[config.mk]
export PLATFORM = sky130hd
export DESIGN_NAME = cfgspi_slave
export DESIGN_NICKNAME = d
export VERILOG_FILES = /design/src/rtl/cfgspi_pkg.sv /design/src/rtl/cfgspi_sync.sv /design/src/rtl/cfgspi_frame_fsm.sv /design/src/rtl/cfgspi_regbank.sv /design/src/rtl/cfgspi_readout.sv /design/src/rtl/cfgspi_slave.sv
export SDC_FILE = /design/constraint.sdc
export NUM_CORES = 1
export LEC_CHECK = 0
export BUFFER_PORTS_ARGS = -buffer_cell sky130_fd_sc_hd__buf_4
export CORE_MARGIN = 4
export CORE_UTILIZATION = 55
export CTS_BUF_LIST = sky130_fd_sc_hd__clkbuf_8
export DETAILED_ROUTE_END_ITERATION = 10
export GPL_TIMING_DRIVEN = 1
export HOLD_SLACK_MARGIN = 0.15
export PLACE_DENSITY = 0.77
export SYNTH_ARGS = -nofsm -noshare
export SYNTH_HDL_FRONTEND = slang
export SYNTH_SLANG_ARGS = --single-unit
[constraint.sdc]
create_clock -name clk -period 5.8 [get_ports clk]
set_input_delay 1.16 -clock clk [delete_from_list [all_inputs] [get_ports clk]]
set_output_delay 1.16 -clock clk [all_outputs]
set_load 0.02 [all_outputs]
[src/rtl/cfgspi_pkg.sv]
package cfgspi_pkg;

    localparam int REG_W   = 9;
    localparam int RADDR_W = 4;
    localparam int CHIP_W  = 3;
    localparam int FRAME_W = REG_W + RADDR_W + CHIP_W;
    localparam int PTR_W   = 4;

    localparam int PTR_IDX       = 0;
    localparam int CFG_IDX       = 4;
    localparam int BIT_BCAST     = 0;
    localparam int BIT_SYNC_PIN  = 1;
    localparam int BIT_SLIP_PIN  = 2;
    localparam int BIT_SOFT_RST  = 4;

    localparam logic [CHIP_W-1:0] BCAST_CHIP = '1;

    typedef logic [REG_W-1:0] cfg_word_t;

    typedef struct packed {
        cfg_word_t           data;
        logic [RADDR_W-1:0]  raddr;
        logic [CHIP_W-1:0]   chip;
    } frame_t;

    typedef enum logic [1:0] {
        ST_HOLD,
        ST_SHIFT,
        ST_ARMED,
        ST_OVER
    } frame_state_e;

    function automatic cfg_word_t reg_default(input int idx);
        cfg_word_t v;
        case (idx)
            1:       v = 9'h00F;
            2:       v = 9'h002;
            4:       v = 9'h002;
            6:       v = 9'h001;
            7:       v = 9'h004;
            default: v = '0;
        endcase
        return v;
    endfunction

endpackage

[src/rtl/cfgspi_sync.sv]
module cfgspi_sync #(
    parameter int WIDTH  = 3,
    parameter int STAGES = 2
) (
    input  logic             clk,
    input  logic             rst_n,
    input  logic [WIDTH-1:0] async_i,
    output logic [WIDTH-1:0] level_o,
    output logic [WIDTH-1:0] rise_o
);

    logic [WIDTH-1:0] pipe [STAGES+1];

    for (genvar g = 0; g <= STAGES; g++) begin : g_stage
        if (g == 0) begin : g_first
            always_ff @(posedge clk or negedge rst_n) begin
                if (!rst_n) pipe[g] <= '0;
                else        pipe[g] <= async_i;
            end
        end else begin : g_next
            always_ff @(posedge clk or negedge rst_n) begin
                if (!rst_n) pipe[g] <= '0;
                else        pipe[g] <= pipe[g-1];
            end
        end
    end

    assign level_o = pipe[STAGES-1];
    assign rise_o  = pipe[STAGES-1] & ~pipe[STAGES];

    // an edge needs a low sample before it, so no bit rises twice in a row
    p_rise_spaced_r1: assert property (@(posedge clk) disable iff (!rst_n)
        (rise_o != '0) |=> ((rise_o & $past(rise_o)) == '0));

endmodule

[src/rtl/cfgspi_frame_fsm.sv]
module cfgspi_frame_fsm
    import cfgspi_pkg::*;
#(
    parameter int BITS = FRAME_W
) (
    input  logic            clk,
    input  logic            rst_n,
    input  logic            sck_rise_i,
    input  logic            sen_level_i,
    input  logic            sen_rise_i,
    input  logic            sdi_i,
    output logic            start_o,
    output logic            commit_o,
    output logic            discard_o,
    output logic [BITS-1:0] frame_o
);

    localparam int CNT_W = $clog2(BITS + 2);
    localparam logic [CNT_W-1:0] FULL = CNT_W'(BITS);

    frame_state_e     state_q, state_d;
    logic [CNT_W-1:0] cnt_q, cnt_inc;
    logic [BITS-1:0]  sr_q, sr_next;

    always_comb begin
        cnt_inc = cnt_q + CNT_W'(sck_rise_i);
        sr_next = sck_rise_i ? {sr_q[BITS-2:0], sdi_i} : sr_q;
    end

    // next state
    always_comb begin
        state_d = state_q;
        unique case (state_q)
            ST_HOLD:  if (!sen_level_i) state_d = ST_SHIFT;
            ST_SHIFT: begin
                if (sen_rise_i)          state_d = ST_HOLD;
                else if (cnt_inc == FULL) state_d = ST_ARMED;
            end
            ST_ARMED: begin
                if (sen_rise_i)      state_d = ST_HOLD;
                else if (sck_rise_i) state_d = ST_OVER;
            end
            ST_OVER:  if (sen_rise_i) state_d = ST_HOLD;
            default:  state_d = ST_HOLD;
        endcase
    end

    // state register
    always_ff @(posedge clk or negedge rst_n) begin
        if (!rst_n) state_q <= ST_HOLD;
        else        state_q <= state_d;
    end

    // outputs
    always_comb begin
        start_o   = 1'b0;
        commit_o  = 1'b0;
        discard_o = 1'b0;
        unique case (state_q)
            ST_HOLD:  start_o = !sen_level_i;
            ST_SHIFT: begin
                commit_o  = sen_rise_i && (cnt_inc == FULL);
                discard_o = sen_rise_i && (cnt_inc != FULL);
            end
            ST_ARMED: begin
                commit_o  = sen_rise_i && !sck_rise_i;
                discard_o = sen_rise_i && sck_rise_i;
            end
            ST_OVER:  discard_o = sen_rise_i;
            default:  ;
        endcase
    end

    assign frame_o = sr_next;

    always_ff @(posedge clk or negedge rst_n) begin
        if (!rst_n) begin
            cnt_q <= '0;
            sr_q  <= '0;
        end else if (start_o) begin
            cnt_q <= '0;
            sr_q  <= '0;
        end else begin
            if (state_q == ST_SHIFT || state_q == ST_ARMED) cnt_q <= cnt_inc;
            sr_q <= sr_next;
        end
    end

    // an overrun frame never commits
    p_no_commit_over_r4: assert property (@(posedge clk) disable iff (!rst_n)
        (state_q == ST_OVER) |-> !commit_o);
    // a frame ends either committed or discarded, never both
    p_end_exclusive_r4: assert property (@(posedge clk) disable iff (!rst_n)
        !(commit_o && discard_o));
    // a frame start clears the bit count
    p_start_clears_r1: assert property (@(posedge clk) disable iff (!rst_n)
        start_o |=> (cnt_q == '0 && state_q == ST_SHIFT));

endmodule

[src/rtl/cfgspi_regbank.sv]
module cfgspi_regbank
    import cfgspi_pkg::*;
#(
    parameter int NREGS = 8
) (
    input  logic                   clk,
    input  logic                   rst_n,
    input  logic                   wr_en_i,
    input  logic [RADDR_W-1:0]     wr_addr_i,
    input  cfg_word_t              wr_data_i,
    output logic [NREGS*REG_W-1:0] regs_o
);

    cfg_word_t bank_q [NREGS];
    logic      soft_req, pin_conflict, soft_q;

    always_comb begin
        soft_req     = wr_en_i && (wr_addr_i == RADDR_W'(PTR_IDX)) && wr_data_i[BIT_SOFT_RST];
        pin_conflict = (wr_addr_i == RADDR_W'(CFG_IDX))
                       && wr_data_i[BIT_SYNC_PIN] && wr_data_i[BIT_SLIP_PIN];
    end

    always_ff @(posedge clk or negedge rst_n) begin
        if (!rst_n) soft_q <= 1'b0;
        else        soft_q <= soft_req;
    end

    for (genvar g = 0; g < NREGS; g++) begin : g_reg
        localparam cfg_word_t KEEP = (g == PTR_IDX) ? cfg_word_t'((1 << PTR_W) - 1) : '1;
        always_ff @(posedge clk or negedge rst_n) begin
            if (!rst_n)
                bank_q[g] <= reg_default(g);
            else if (soft_q)
                bank_q[g] <= reg_default(g);
            else if (wr_en_i && !soft_req && !pin_conflict && wr_addr_i == RADDR_W'(g))
                bank_q[g] <= wr_data_i & KEEP;
        end
        assign regs_o[g*REG_W +: REG_W] = bank_q[g];
    end

    // the two pin-trigger enables are never on together
    p_pin_excl_r8: assert property (@(posedge clk) disable iff (!rst_n)
        !(bank_q[CFG_IDX][BIT_SYNC_PIN] && bank_q[CFG_IDX][BIT_SLIP_PIN]));
    // one cycle after the pulse, the bank holds its defaults
    p_soft_defaults_r9: assert property (@(posedge clk) disable iff (!rst_n)
        soft_q |=> (bank_q[PTR_IDX] == '0 && bank_q[CFG_IDX] == reg_default(CFG_IDX)
                    && bank_q[NREGS-1] == reg_default(NREGS-1)));
    // the pointer register keeps only its low field
    p_ptr_narrow_r11: assert property (@(posedge clk) disable iff (!rst_n)
        bank_q[PTR_IDX][REG_W-1:PTR_W] == '0);

endmodule

[src/rtl/cfgspi_readout.sv]
module cfgspi_readout
    import cfgspi_pkg::*;
#(
    parameter int BITS = FRAME_W
) (
    input  logic            clk,
    input  logic            rst_n,
    input  logic            load_i,
    input  logic            shift_i,
    input  logic [BITS-1:0] word_i,
    output logic            sdo_o
);

    logic [BITS-1:0] sr_q;

    always_ff @(posedge clk or negedge rst_n) begin
        if (!rst_n) begin
            sr_q  <= '0;
            sdo_o <= 1'b0;
        end else if (load_i) begin
            sr_q  <= word_i;
            sdo_o <= 1'b0;
        end else if (shift_i) begin
            sdo_o <= sr_q[BITS-1];
            sr_q  <= {sr_q[BITS-2:0], 1'b0};
        end
    end

    // the serial output only moves on a clock rise or a frame start
    p_sdo_hold_r5: assert property (@(posedge clk) disable iff (!rst_n)
        (!load_i && !shift_i) |=> $stable(sdo_o));

endmodule

[src/rtl/cfgspi_slave.sv]
module cfgspi_slave
    import cfgspi_pkg::*;
#(
    parameter int SYNC_STAGES = 2,
    parameter int NREGS       = 8
) (
    input  logic                   clk,
    input  logic                   rst_n,
    input  logic [CHIP_W-1:0]      strap_i,
    input  logic                   sck_i,
    input  logic                   sdi_i,
    input  logic                   sen_i,
    output logic                   sdo_o,
    output logic                   sdo_en_o,
    output logic [NREGS*REG_W-1:0] cfg_o
);

    localparam int PAD_W = FRAME_W - REG_W;

    logic [2:0]         lvl, rise;
    logic               unused_sync;
    logic               start, commit, discard;
    logic [FRAME_W-1:0] frame_bits;
    frame_t             frm;
    logic               own_hit, bcast_hit, accept;
    logic [PTR_W-1:0]   ptr;
    cfg_word_t          sel;
    logic [FRAME_W-1:0] rd_word;

    cfgspi_sync #(.WIDTH(3), .STAGES(SYNC_STAGES)) u_sync (
        .clk     (clk),
        .rst_n   (rst_n),
        .async_i ({sdi_i, sen_i, sck_i}),
        .level_o (lvl),
        .rise_o  (rise)
    );

    assign unused_sync = lvl[0] ^ rise[2];

    cfgspi_frame_fsm #(.BITS(FRAME_W)) u_fsm (
        .clk         (clk),
        .rst_n       (rst_n),
        .sck_rise_i  (rise[0]),
        .sen_level_i (lvl[1]),
        .sen_rise_i  (rise[1]),
        .sdi_i       (lvl[2]),
        .start_o     (start),
        .commit_o    (commit),
        .discard_o   (discard),
        .frame_o     (frame_bits)
    );

    always_comb begin
        frm       = frame_t'(frame_bits);
        own_hit   = (frm.chip == strap_i);
        bcast_hit = (frm.chip == BCAST_CHIP) && cfg_o[CFG_IDX*REG_W + BIT_BCAST];
        accept    = own_hit || bcast_hit;
    end

    cfgspi_regbank #(.NREGS(NREGS)) u_bank (
        .clk       (clk),
        .rst_n     (rst_n),
        .wr_en_i   (commit && accept),
        .wr_addr_i (frm.raddr),
        .wr_data_i (frm.data),
        .regs_o    (cfg_o)
    );

    always_comb begin
        ptr = cfg_o[PTR_IDX*REG_W +: PTR_W];
        sel = '0;
        for (int i = 0; i < NREGS; i++) begin
            if (ptr == PTR_W'(i)) sel = cfg_o[i*REG_W +: REG_W];
        end
        rd_word = {sel, PAD_W'(0)};
    end

    cfgspi_readout #(.BITS(FRAME_W)) u_readout (
        .clk     (clk),
        .rst_n   (rst_n),
        .load_i  (start),
        .shift_i (rise[0]),
        .word_i  (rd_word),
        .sdo_o   (sdo_o)
    );

    always_ff @(posedge clk or negedge rst_n) begin
        if (!rst_n)      sdo_en_o <= 1'b0;
        else if (commit) sdo_en_o <= own_hit;
    end

    // a frame for another device leaves the bank untouched
    p_reject_keeps_r2: assert property (@(posedge clk) disable iff (!rst_n)
        (commit && !accept) |=> $stable(cfg_o));
    // the shared address is ignored while the opt-in bit is clear
    p_bcast_gated_r3: assert property (@(posedge clk) disable iff (!rst_n)
        (commit && frm.chip == BCAST_CHIP && strap_i != BCAST_CHIP
         && !cfg_o[CFG_IDX*REG_W + BIT_BCAST]) |=> $stable(cfg_o));
    // the output enable moves only on a committed frame
    p_oe_on_commit_r6: assert property (@(posedge clk) disable iff (!rst_n)
        !commit |=> $stable(sdo_en_o));
    // a discarded frame changes no register
    p_discard_keeps_r4: assert property (@(posedge clk) disable iff (!rst_n)
        discard |=> $stable(cfg_o));
    // addresses beyond the bank change nothing
    p_high_addr_r10: assert property (@(posedge clk) disable iff (!rst_n)
        (commit && 32'(frm.raddr) >= NREGS) |=> $stable(cfg_o));

endmodule

# After elaboration in Yosys (flattened, before gate mapping)
# Index checks and enable logic that the tools add are counted.
# totals
ff_bits	122
output_inout_bits	74
inputBits	8
# classes
eq_ne	24
n_addsub	1
reduce_logical	38
mux	41
n_bitwise	2
# op_table
cell	n
9-bit 2-to-1 mux	24
16-bit 2-to-1 mux	4
4-bit by 3-bit equality test with 1-bit output (second input constant)	8
2-bit nonzero test	10
1-bit logical AND	18
4-bit by 2-bit equality test with 1-bit output (second input constant)	4
2-bit 2-to-1 mux	6
5-bit 2-to-1 mux	2
4-bit by 1-bit equality test with 1-bit output (second input constant)	2
4-bit logical NOT	2
2-bit case mux with 4 select lines	1
5-bit by 1-bit adder with 5-bit output	1
5-bit equality test (second input constant)	1
2-bit equality test (second input constant)	2
1-bit logical NOT	4
2-bit inequality test (second input constant)	2
4-bit AND reduction	1
3-bit equality test	1
3-bit equality test (second input constant)	1
1-bit 2-to-1 mux	3
3-bit by 2-bit inequality test with 1-bit output (second input constant)	1
3-bit inequality test (second input constant)	1
2-bit bitwise AND	1
2-bit by 1-bit equality test with 1-bit output (second input constant)	1
4 further kinds	5

# Longest topological paths before layout
# Gate-level depths: netlist of run 1.
# logic_depth
word_depth	15
depth_mapped	14

# Hierarchy
# From an unflattened synthesis of run 1, not the netlist that was laid out.
# unflattened
hier_cells	549
area_unflattened_um2	6175.9
# modules_own_cells
module	area_per_inst_um2	n_inst	cells_per_inst	seq_area_each_um2
cfgspi_regbank	3079.2	1	252	1711.6
cfgspi_frame_fsm	1241.2	1	109	575.6
cfgspi_slave	785.8	1	101	25.0
cfgspi_readout	780.7	1	72	425.4
cfgspi_sync	289.0	1	15	225.2

# Worst setup path after synthesis of run 1
# No wires, ideal clock.
# synth_timing
kind	reg2reg
start	reg u_sync.pipe[0] (netlist name)
end	reg u_bank.bank_q, in the netlist u_bank.regs_o[54]
path_slack_ns	3.188
t_arrival_ns	2.538
n_path_buf	4
setup_ns	0.075
path_stages_with_launch	15
cell_sequence	dfrtp_1 > nand2b_4 > inv_4 > buf_4 > buf_2 > ha_1 > ha_1 > nand2_1 > o2bb2ai_2 > a41o_1 > and3_1 > buf_6 > and4_4 > buf_8 > mux2i_1
# synth_via
elab_chain_len	14
# synth_rtl
element	line_no	source
from (decl)	cfgspi_sync.sv:12	logic [WIDTH-1:0] pipe [STAGES+1];
from (signal, indexed assignment)	cfgspi_sync.sv:23	else pipe[g] <= pipe[g-1];
2-bit NOT (*)	cfgspi_sync.sv:29	assign rise_o = pipe[STAGES-1] & ~pipe[STAGES];
2-bit bitwise AND (*)	cfgspi_sync.sv:29	
5-bit by 1-bit adder with 5-bit output / 16-bit 2-to-1 mux (equally long branches)	cfgspi_frame_fsm.sv:26, cfgspi_frame_fsm.sv:27	
5-bit equality test / 3-bit equality test (equally long branches)	cfgspi_frame_fsm.sv:62, cfgspi_slave.sv:56	
1-bit logical AND, on equally long branches	cfgspi_frame_fsm.sv:62, cfgspi_slave.sv:56	
1-bit case mux with 2 select lines / 1-bit logical OR (equally long branches)	cfgspi_frame_fsm.sv:59, cfgspi_slave.sv:57	
1-bit logical AND	cfgspi_slave.sv:63	.wr_en_i (commit && accept),
1-bit logical AND (2 in series)	cfgspi_regbank.sv:18	soft_req = wr_en_i && (wr_addr_i == RADDR_W'(PTR_IDX)) && wr_data_i[BIT_SOFT_RST];
1-bit logical NOT	cfgspi_regbank.sv:35	else if (wr_en_i && !soft_req && !pin_conflict && wr_addr_i == RADDR_W'(g))
1-bit logical AND (3 in series)	cfgspi_regbank.sv:35	
2-bit nonzero test (no source line)	-	
to (signal, indexed assignment)	cfgspi_regbank.sv:32	bank_q[g] <= reg_default(g);
to (signal, indexed assignment)	cfgspi_regbank.sv:34	bank_q[g] <= reg_default(g);
to (signal, indexed assignment)	cfgspi_regbank.sv:36	bank_q[g] <= wr_data_i & KEEP;
to (decl)	cfgspi_regbank.sv:14	cfg_word_t bank_q [NREGS];
# Mark *: on every way between the ends. The rest lies on a longest branch, timed or not. The select of a mux whose other input is x is not followed.
# A chain may end at the register's enable or synchronous reset.

# Final worst setup path of run 1
# layout_timing
start	reg u_sync.pipe[0] (netlist name)
end	reg u_bank.bank_q, in the netlist u_bank.regs_o[45]
# Same word-level chain as after synthesis.

==> metrics.cfg, run 1 <==
[outcome]
status = finished, final reports clean

[setup_path]
crit_slowest_cell = nand4_1
reg2reg_from = u_sync.pipe[0]$_DFF_PN0_
critPathTopFamily = simple AND/OR/NAND/NOR gates
r2r-end = u_bank.regs_o[45]$_DFFE_PN0P_
endpoint_kind = flip-flop
startpoint_type = flip-flop
cp_max_fo = 25
worst-r2r-setup-slack_ns = 2.43
crit_buf_inv = 1
critical-path-max-stage-delay_ns = 0.68
path_class = flip-flop to flip-flop
critical_path.cell_chain = nand2b_4, inv_4, ha_1, ha_1, nand2_1, o2bb2ai_2, a41o_1, and3_1, nand4_1, mux2i_1
required_ns = 6.07
reg2regPathDepth = 10
cp.arrival_ns = 3.63
crit_top_cell = ha_1

[clock_tree]
htree_levels = 3
postCtsSetupBuffers = 0
post_cts_resized = 0
ctsRootBufferMaster = clkbuf_8
ctsHoldBuffers = 0
cts_sinks = 110
cts_tree = built
worstSkewPairLatency_ns = 0.37
cts.path.max_buffers = 2
path_clk_slew_ns = 0.10
cts_buffers = 9

[finish]
post-route-cell-area_sq_um = 6440
nNetsFinal = 607
area_delta_synth_final_pct = 12.2
insertedDiodeCount = 0
drive_gt1_frac = 0.213
nFillCells = 824

[detailed_routing]
wl_per_cell_microns = 18.4
post-route-drc-count = 0
num_vias = 4264
wirelength_microns = 13500
drtIter0Drc = 359
detail_route.vias_per_cell = 5.83
drt_pass1_iterations = 6
antenna_left = 0

[global_routing]
grt_max_degree = 81
antenna_found_initial = 0
grt_use_total = 0.233
grt_pass1_wl_microns = 21700
grt_overflow = 0
grt_pass1_vias = 4151

[synth]
async_reset_ff_frac = 1.00
synth.distinct_cells = 50
synth_area_per_cell_sq_um = 10.6
synth_edf_count = 0
synth_seq_area_share = 0.481
ys_seq_elements = 110
ys.flop_type = dfrtp_1
synth_area_sq_um = 5740
ys_warn_count = 0
syn_inst = 544

[power_and_ir_drop]
power.density_nw_per_um2 = 263
vdd.ir_drop.worst_uv = 142
leakage_nw = 3.19
power_mw = 1.69

[min_path]
hold_class = flip-flop to flip-flop
min_to = u_sync.level_o[1]$_DFF_PN0_
min_path_cells = 0
hold_start = u_sync.pipe[7]$_DFF_PN0_

[die]
io_pins = 82
dieHeight_microns = 110
dieArea_sq_um = 12100
rows = 37
core_sq_um = 10200
initial_core_util = 0.561
die_width_microns = 110

[run]
drv_cap = 0

[placed_design]
placed_area_sq_um = 6260
gp_congestion = 0.899
port_buffers = 76
pre_cts_ws_ns = 2.49
dp_hpwl_microns = 9440

[timing]
tns_ns = 0
worst_pin_slew_ns = 0.905
finalCritPeriodShare = 0.581
fin_skew_ns = 0.0133
finalHoldViolations = 0
slew_headroom = 0.397
rsz0062_at_grt = false
worst_slack_ns = 2.43
slew_viol_final = 0
fmax_mhz = 297
setup_viol = 0
final.min_clock_period_ns = 3.37

cell usage after synthesis, drive strengths merged (2+ instances only):
cell / instances / area [sq um]
mux2: 9 / 101
a21boi: 2 / 15.0
o31a: 5 / 43.8
nand3: 5 / 25.0
clkbuf: 27 / 101
nand4: 7 / 43.8
xor2: 6 / 52.6
nand4b: 2 / 17.5
inv: 7 / 28.8
nand2b: 61 / 389
dfrtp: 102 / 2550
mux2i: 93 / 931
nor2: 44 / 165
xnor2: 2 / 17.5
dfstp: 8 / 210
buf: 20 / 163
a21oi: 16 / 80.1
a22oi: 6 / 45.0
and3: 2 / 12.5
or2: 9 / 56.3
ha: 7 / 87.6
and2: 4 / 25.0
o22ai: 12 / 88.8
nor2b: 12 / 75.1
a211oi: 3 / 22.5
nand2: 32 / 120
o21ai: 19 / 95.1
a31oi: 2 / 12.5
o31ai: 2 / 15.0
a221o: 2 / 20.0
nor3: 6 / 30.0
final cells by class:
class                      count  area (sq um)  share of cell area
clock buffer                  11           151              0.0235
clock inverter                 4          23.8             0.00369
inverter                       7          28.8             0.00447
timing repair buffer          80           601              0.0933
sequential                   110          2760               0.429
tap                          136           170              0.0264
multi-input combinational    384          2700               0.420
through the flow:
step | instances | hold WS [ns] | util
CTS | 732 | 0.358 | 0.629
global route | 732 | 0.363 | 0.629
detailed placement | 717 | 0.336 | 0.612
floorplan | 548 | 0.331 | -
global placement | 717 | 0.334 | 0.612
finish | 732 | 0.357 | 0.629
registers in the layout, indices dropped and copies added, names as in the netlist:
signal	cells
u_sync.level_o	3
u_bank.soft_q	1
u_readout.sr_q	9
sdo_en_o	1
u_fsm.sr_q	16
u_bank.regs_o	67
u_readout.sdo_o	1
u_fsm.cnt_q	5
u_fsm.state_q	2
u_sync.pipe	5
layout by cell type, fill, tap and decap left out, types with 6 or more instances in the layout:
cell type / instances
mux2_2: 9
dfstp_2: 8
nand2b_1: 60
ha_1: 7
inv_1: 7
nand4_1: 7
o22ai_1: 11
a22oi_1: 6
buf_4: 80
o21ai_0: 19
a21oi_1: 16
nor2_1: 44
nand2_1: 32
nor3_1: 6
xor2_1: 6
mux2i_1: 93
clkbuf_8: 11
dfrtp_1: 102
or2_2: 9
nor2b_1: 11
worst max path at each step:
stage                                   from                            end  slack (ns)  depth (start not counted)
floorplan           u_sync.pipe[0]$_DFF_PN0_  u_bank.regs_o[54]$_DFFE_PN1P_        3.19                         14
detailed placement  u_sync.pipe[0]$_DFF_PN0_  u_bank.regs_o[45]$_DFFE_PN0P_        2.49                         10
global route        u_sync.pipe[0]$_DFF_PN0_  u_bank.regs_o[45]$_DFFE_PN0P_        2.16                         10
CTS                 u_sync.pipe[0]$_DFF_PN0_  u_bank.regs_o[45]$_DFFE_PN0P_        2.49                         10
finish              u_sync.pipe[0]$_DFF_PN0_  u_bank.regs_o[45]$_DFFE_PN0P_        2.43                         10
global placement    u_sync.pipe[0]$_DFF_PN0_  u_bank.regs_o[45]$_DFFE_PN0P_        2.61                         10
logic make-up after synthesis:
group,after synthesis,share of synthesized area
AO/OA/AOI/OAI,74,0.0852
adder cells (fa/ha/maj),7,0.0153
buffers and inverters,54,0.0510
XOR/XNOR,8,0.0122
AND/OR/NAND/NOR,188,0.175
flip-flops,110,0.481
multiplexers,102,0.180
other,1,0.000653
power by group:
group	switching, mW	internal, mW	leakage (nW)	total [mW]
sequential	0.0652	0.821	1.17	0.886
clock	0.251	0.176	0.0886	0.427
combinational	0.229	0.151	1.93	0.380
layer usage:
metal,wire (microns),track usage,up-vias
li1,-,-,1950
met1,6330,0.340,2156
met2,6240,0.356,133
met3,657,0.0332,25
met4,245,0.0844,0
met5,0,0,-
No activity file was read; power rests on OpenSTA's default activity.
==> run 2: changes to the inputs <==
- CORE_UTILIZATION: 55 -> 54
- PLACE_DENSITY: 0.77 -> 0.79
- clock period: 5.8 -> 2.8 ns (I/O delays scaled with it)
==> metrics.cfg, run 2 (synthesis results as in run 1) <==
[clock_tree]
cts_sinks = 110
cts.path.max_buffers = 2
htree_levels = 3
postCtsSetupBuffers = 0
ctsHoldBuffers = 0
ctsRootBufferMaster = clkbuf_8
cts_buffers = 9
cts_tree = built
worstSkewPairLatency_ns = 0.37
path_clk_slew_ns = 0.10
post_cts_resized = 0

[detailed_routing]
num_vias = 4292
antenna_left = 0
wl_met3_microns = 864
drt_pass1_iterations = 5
dr.max_layer_used = met4
drtIter0Drc = 342
post-route-drc-count = 0
wl_per_cell_microns = 18.6
wl_met1_microns = 6100
wirelength_microns = 13900
met2_length_microns = 6720
detail_route.vias_per_cell = 5.76

[global_routing]
grt_use_total = 0.229
grt_pass1_wl_microns = 22800
grt_max_degree = 74
antenna_found_initial = 0
grt_pass1_vias = 4255
grt_overflow = 0

[die]
dieHeight_microns = 111
dieArea_sq_um = 12300
core_sq_um = 10300
initial_core_util = 0.556
die_width_microns = 111
rows = 37
io_pins = 82

[min_path]
hold_class = input port to asynchronous set/reset pin

[timing]
tns_ns = 0
rsz0062_at_grt = false
slew_viol_final = 0
finalHoldViolations = 0
worst_slack_ns = 0.268
fmax_mhz = 395
slew_headroom = 0.576
worst_pin_slew_ns = 0.635
fin_skew_ns = 0.00987
final.min_clock_period_ns = 2.53
finalCritPeriodShare = 0.904
setup_viol = 0

[outcome]
status = finished, final reports clean

[finish]
final_cell_mix = dfrtp_1, mux2i_1, buf_4, nand2b_1, nor2_1
largest_register_ffs = 67
area.sequential_sq_um = 2760
post-route-cell-area_sq_um = 6560
multi_input_area_sq_um = 2700
insertedDiodeCount = 0
area_delta_synth_final_pct = 14.2
nNetsFinal = 619
final_common_cell = dfrtp_1
nFillCells = 850
drive_gt1_frac = 0.230

[power_and_ir_drop]
leakage_nw = 3.25
vdd.ir_drop.worst_uv = 467
power.density_nw_per_um2 = 544

[run]
drv_cap = 0

[setup_path]
endpoint_kind = flip-flop
required_ns = 3.08
path_class = flip-flop to flip-flop
cp_max_fo = 9
cp.arrival_ns = 2.81
startpoint_type = flip-flop

[placed_design]
placed_area_sq_um = 6370
port_buffers = 76
dp_hpwl_microns = 9750
gp_congestion = 0.892
pre_cts_ws_ns = 0.336

run 2: cell count changes in the layout (fill, tap and decap cells not counted), sizes merged:
cell / before / now
clkinv: 1 / 2
buf: 80 / 92
bufinv: 0 / 1
clkbuf: 11 / 9
clkinvlp: 2 / 3
run 2: layout make-up:
type / count / area share
multi-input combinational: 384 / 0.412
tap: 136 / 0.0259
timing repair buffer: 92 / 0.107
clock buffer: 9 / 0.0189
sequential: 110 / 0.421
clock inverter: 7 / 0.0101
inverter: 7 / 0.00439
run 2: metal layers:
layer / vias to the layer above / global-route usage
met4: 0 / 0.0576
met3: 14 / 0.0448
li1: 1980 / -
met1: 2134 / 0.328
met5: - / 0
met2: 164 / 0.362
run 2: where the power goes:
group	switching, mW	internal [mW]	total [mW]
clock	0.537	0.408	0.945
sequential	0.111	1.70	1.81
combinational	0.484	0.324	0.808
run 2: path summary, 6_finish.rpt:
path	endpoint	depth (start not counted)	startpoint	slack, ns
max in group asynchronous	u_bank.regs_o[12]$_DFFE_PN1P_	2	rst_n	1.88
setup / recovery	u_bank.regs_o[58]$_DFFE_PN0P_	10	u_sync.level_o[0]$_DFF_PN0_	0.27
min in group clk	u_sync.pipe[6]$_DFF_PN0_	1	sck_i	0.30
setup reg to reg	u_bank.regs_o[58]$_DFFE_PN0P_	10	u_sync.level_o[0]$_DFF_PN0_	0.27
hold / removal	u_fsm.sr_q[7]$_DFF_PN0_	1	rst_n	0.15
hold reg to reg	u_sync.level_o[2]$_DFF_PN0_	0	u_sync.pipe[8]$_DFF_PN0_	0.36
run 2: worst max-delay path, cell delays in order (launching register included):
cell and delay [ns]:
dfrtp_1 0.42, nand2b_4 0.09, inv_4 0.03, ha_1 0.21, ha_1 0.24, nor2_1 0.13
o2bb2ai_2 0.13, a41o_1 0.21, and3_1 0.31, and4_4 0.40, mux2i_1 0.26
run 2: through the flow:
step	hold slack, ns	utilization	power, mW	std cells
2_1_floorplan	0.264	-	2.40	548
3_3_place_gp	0.334	0.617	2.62	729
3_5_place_dp	0.337	0.617	2.65	729
4_1_cts	0.164	0.635	3.58	745
5_1_grt	0.170	0.635	3.76	745
6_report	0.153	0.635	3.56	745
==> run 3: changes to the inputs <==
- ABC_AREA: unset -> 1
- CORE_UTILIZATION: 54 -> 55
- PLACE_DENSITY: 0.79 -> 0.77
- clock period: 2.8 -> 2.75 ns (I/O delays scaled with it)
==> metrics.cfg, run 3 <==
[outcome]
status = finished, final reports clean

[die]
core_sq_um = 9770
dieArea_sq_um = 11800
initial_core_util = 0.567
dieHeight_microns = 108
die_width_microns = 108
rows = 36
io_pins = 82

[power_and_ir_drop]
switching_share = 0.345
pwr-share-seq = 0.480
vdd.ir_drop.worst_uv = 473
clkPwrFrac = 0.271
power_frac_comb = 0.250
internal-power_mw = 2.60
power_switching_mw = 1.37
leakage_nw = 3.47
power_mw = 3.97
power.density_nw_per_um2 = 602

[synth]
synth_area_sq_um = 5540
synth_most_common_cell = nand2_1
synth_top_area_frac = 0.460
synth_commonest_cells = nand2_1, nand3_1, dfrtp_1
synth_top_area_cell = dfrtp_1
synth_area_per_cell_sq_um = 8.19
async_reset_ff_frac = 1.00
synth.distinct_cells = 43
synth_edf_count = 0
synth_area_leaders = dfrtp_1, nand2_1, nand3_1, dfstp_2, inv_1
ys_seq_elements = 110
ys.flop_type = dfrtp_1
ys_warn_count = 0
syn_inst = 677
synth_seq_area_share = 0.498

[min_path]
hold_class = input port to flip-flop
min_path_cells = 1

[setup_path]
crit_buf_inv = 1
startpoint_type = flip-flop
cp_max_fo = 9
crit_path_end = u_bank.regs_o[30]$_DFFE_PN0P_
crit_slowest_cell = dfrtp_2
required_ns = 3.03
critPathTopFamily = simple AND/OR/NAND/NOR gates
reg2reg_from = u_sync.level_o[0]$_DFF_PN0_
endpoint_kind = flip-flop
cp.depth = 14
worst-r2r-setup-slack_ns = 0.14
r2r-end = u_bank.regs_o[30]$_DFFE_PN0P_
startpoint = u_sync.level_o[0]$_DFF_PN0_
reg2regPathDepth = 14
critical-path-max-stage-delay_ns = 0.47
path_class = flip-flop to flip-flop
crit_top_cell = nand2_1
critical_path.cell_chain = nand2_4, inv_2, ha_1, ha_1, nand2_1, nand2_1, nor2_2, nand3_2, a21oi_2, nand2_2, nor2_4, nand4_2, nand3_1, nand2_1
cp.arrival_ns = 2.89

[timing]
fmax_mhz = 384
final.min_clock_period_ns = 2.61
setup_viol = 0
tns_ns = 0
finalHoldViolations = 0
worst_slack_ns = 0.143
slew_headroom = 0.517
slew_viol_final = 0
fin_skew_ns = 0.0180
finalCritPeriodShare = 0.948
holdWs_ns = 0.264
rsz0062_at_grt = true
worst_pin_slew_ns = 0.723

[finish]
largest_register_ffs = 67
insertedDiodeCount = 0
nNetsFinal = 781
final_common_cell = nand2_1
nFillCells = 819
area_delta_synth_final_pct = 19.0
drive_gt1_frac = 0.208
final_cell_mix = nand2_1, nand3_1, dfrtp_1, buf_4, inv_1

[placed_design]
port_buffers = 76
gp_congestion = 0.950
dp_hpwl_microns = 11300
pre_cts_ws_ns = 0.0733

[clock_tree]
cts_buffers = 9
htree_levels = 3
worstSkewPairLatency_ns = 0.40
cts_tree = built
path_clk_slew_ns = 0.10
cts_sinks = 110
cts.path.max_buffers = 2
ctsRootBufferMaster = clkbuf_8

[global_routing]
grt_max_degree = 50
grt_overflow = 0
grt_pass1_vias = 5091
antenna_found_initial = 0
grt_use_total = 0.276
grt_pass1_wl_microns = 25300

[run]
drv_cap = 0

[detailed_routing]
detail_route.vias_per_cell = 5.81
wirelength_microns = 15500
drtIter0Drc = 514
num_vias = 5253
post-route-drc-count = 0
wl_per_cell_microns = 17.2
drt_pass1_iterations = 6
antenna_left = 0

## run 3: cell types whose count changed after synthesis, moves of 14 or more
| cell | change |
|---|---|
| clkbuf_1 | -14 |
| inv_1 | +49 |
| mux2i_1 | -91 |
| nand2_1 | +178 |
| nand2b_1 | -60 |
| nand3_1 | +102 |
## run 3: worst min path at each step
stage                                         from                           to
after detailed placement  u_sync.pipe[6]$_DFF_PN0_  u_sync.level_o[0]$_DFF_PN0_
after global placement    u_sync.pipe[8]$_DFF_PN0_  u_sync.level_o[2]$_DFF_PN0_
after global routing                         sck_i     u_sync.pipe[6]$_DFF_PN0_
after floorplan                              rst_n         sdo_en_o$_DFFE_PN0P_
final                                        sck_i     u_sync.pipe[6]$_DFF_PN0_
after CTS                                    sck_i     u_sync.pipe[6]$_DFF_PN0_
## run 3: cell type report
class | instances | area, sq um | share of cell area
flip-flops and latches | 110 | 2760 | 0.419
multi-input cells | 487 | 2460 | 0.372
repair buffers | 96 | 764 | 0.116
inverters | 62 | 233 | 0.0353
well taps | 133 | 166 | 0.0252
clock buffers | 9 | 124 | 0.0188
clock inverters | 7 | 91.3 | 0.0138
## run 3: repair_timing
item | in CTS | in global routing
endpoints found under the setup margin | 0 | 63
resized for setup | 0 | 5
setup buffers | 0 | 7
endpoints found under the hold margin | 23 | 0
hold buffers | 1 | 0
## run 3: cell families (layout without fill, tap and decap cells)
family / Yosys count / in the layout / share of synthesized area
AND/OR/NAND/NOR: 403 / 403 / 0.339
flip-flops: 110 / 110 / 0.498
buffers and inverters: 84 / 174 / 0.0632
AO/OA/AOI/OAI: 70 / 70 / 0.0792
adder cells (fa/ha/maj): 7 / 7 / 0.0158
multiplexers: 2 / 2 / 0.00361
other: 1 / 5 / 0.000676
## run 3: through the flow
stage | cell area, sq um | cells | util
after floorplan | 5560 | 681 | -
after global placement | 6290 | 880 | 0.644
after detailed placement | 6290 | 880 | 0.644
after CTS | 6520 | 897 | 0.667
after global routing | 6600 | 904 | 0.675
final | 6600 | 904 | 0.675
## run 3: routing by layer
layer / part of all wire / up-vias / global-route usage / wire length, microns
met5: 0 / - / 0 / 0
met4: 0.031 / 0 / 0.0929 / 487
met3: 0.094 / 61 / 0.0746 / 1460
met2: 0.48 / 280 / 0.455 / 7470
met1: 0.39 / 2526 / 0.353 / 6120
li1: - / 2386 / - / -
## run 3: power by group through the flow
stage,Combinational [mW],Sequential [mW],Clock (mW)
2_1_floorplan,0.653,1.94,0
3_3_place_gp,0.951,1.93,0
3_5_place_dp,0.978,1.94,0
4_1_cts,0.982,1.90,1.09
5_1_grt,1.12,1.93,1.14
6_report,0.992,1.91,1.07
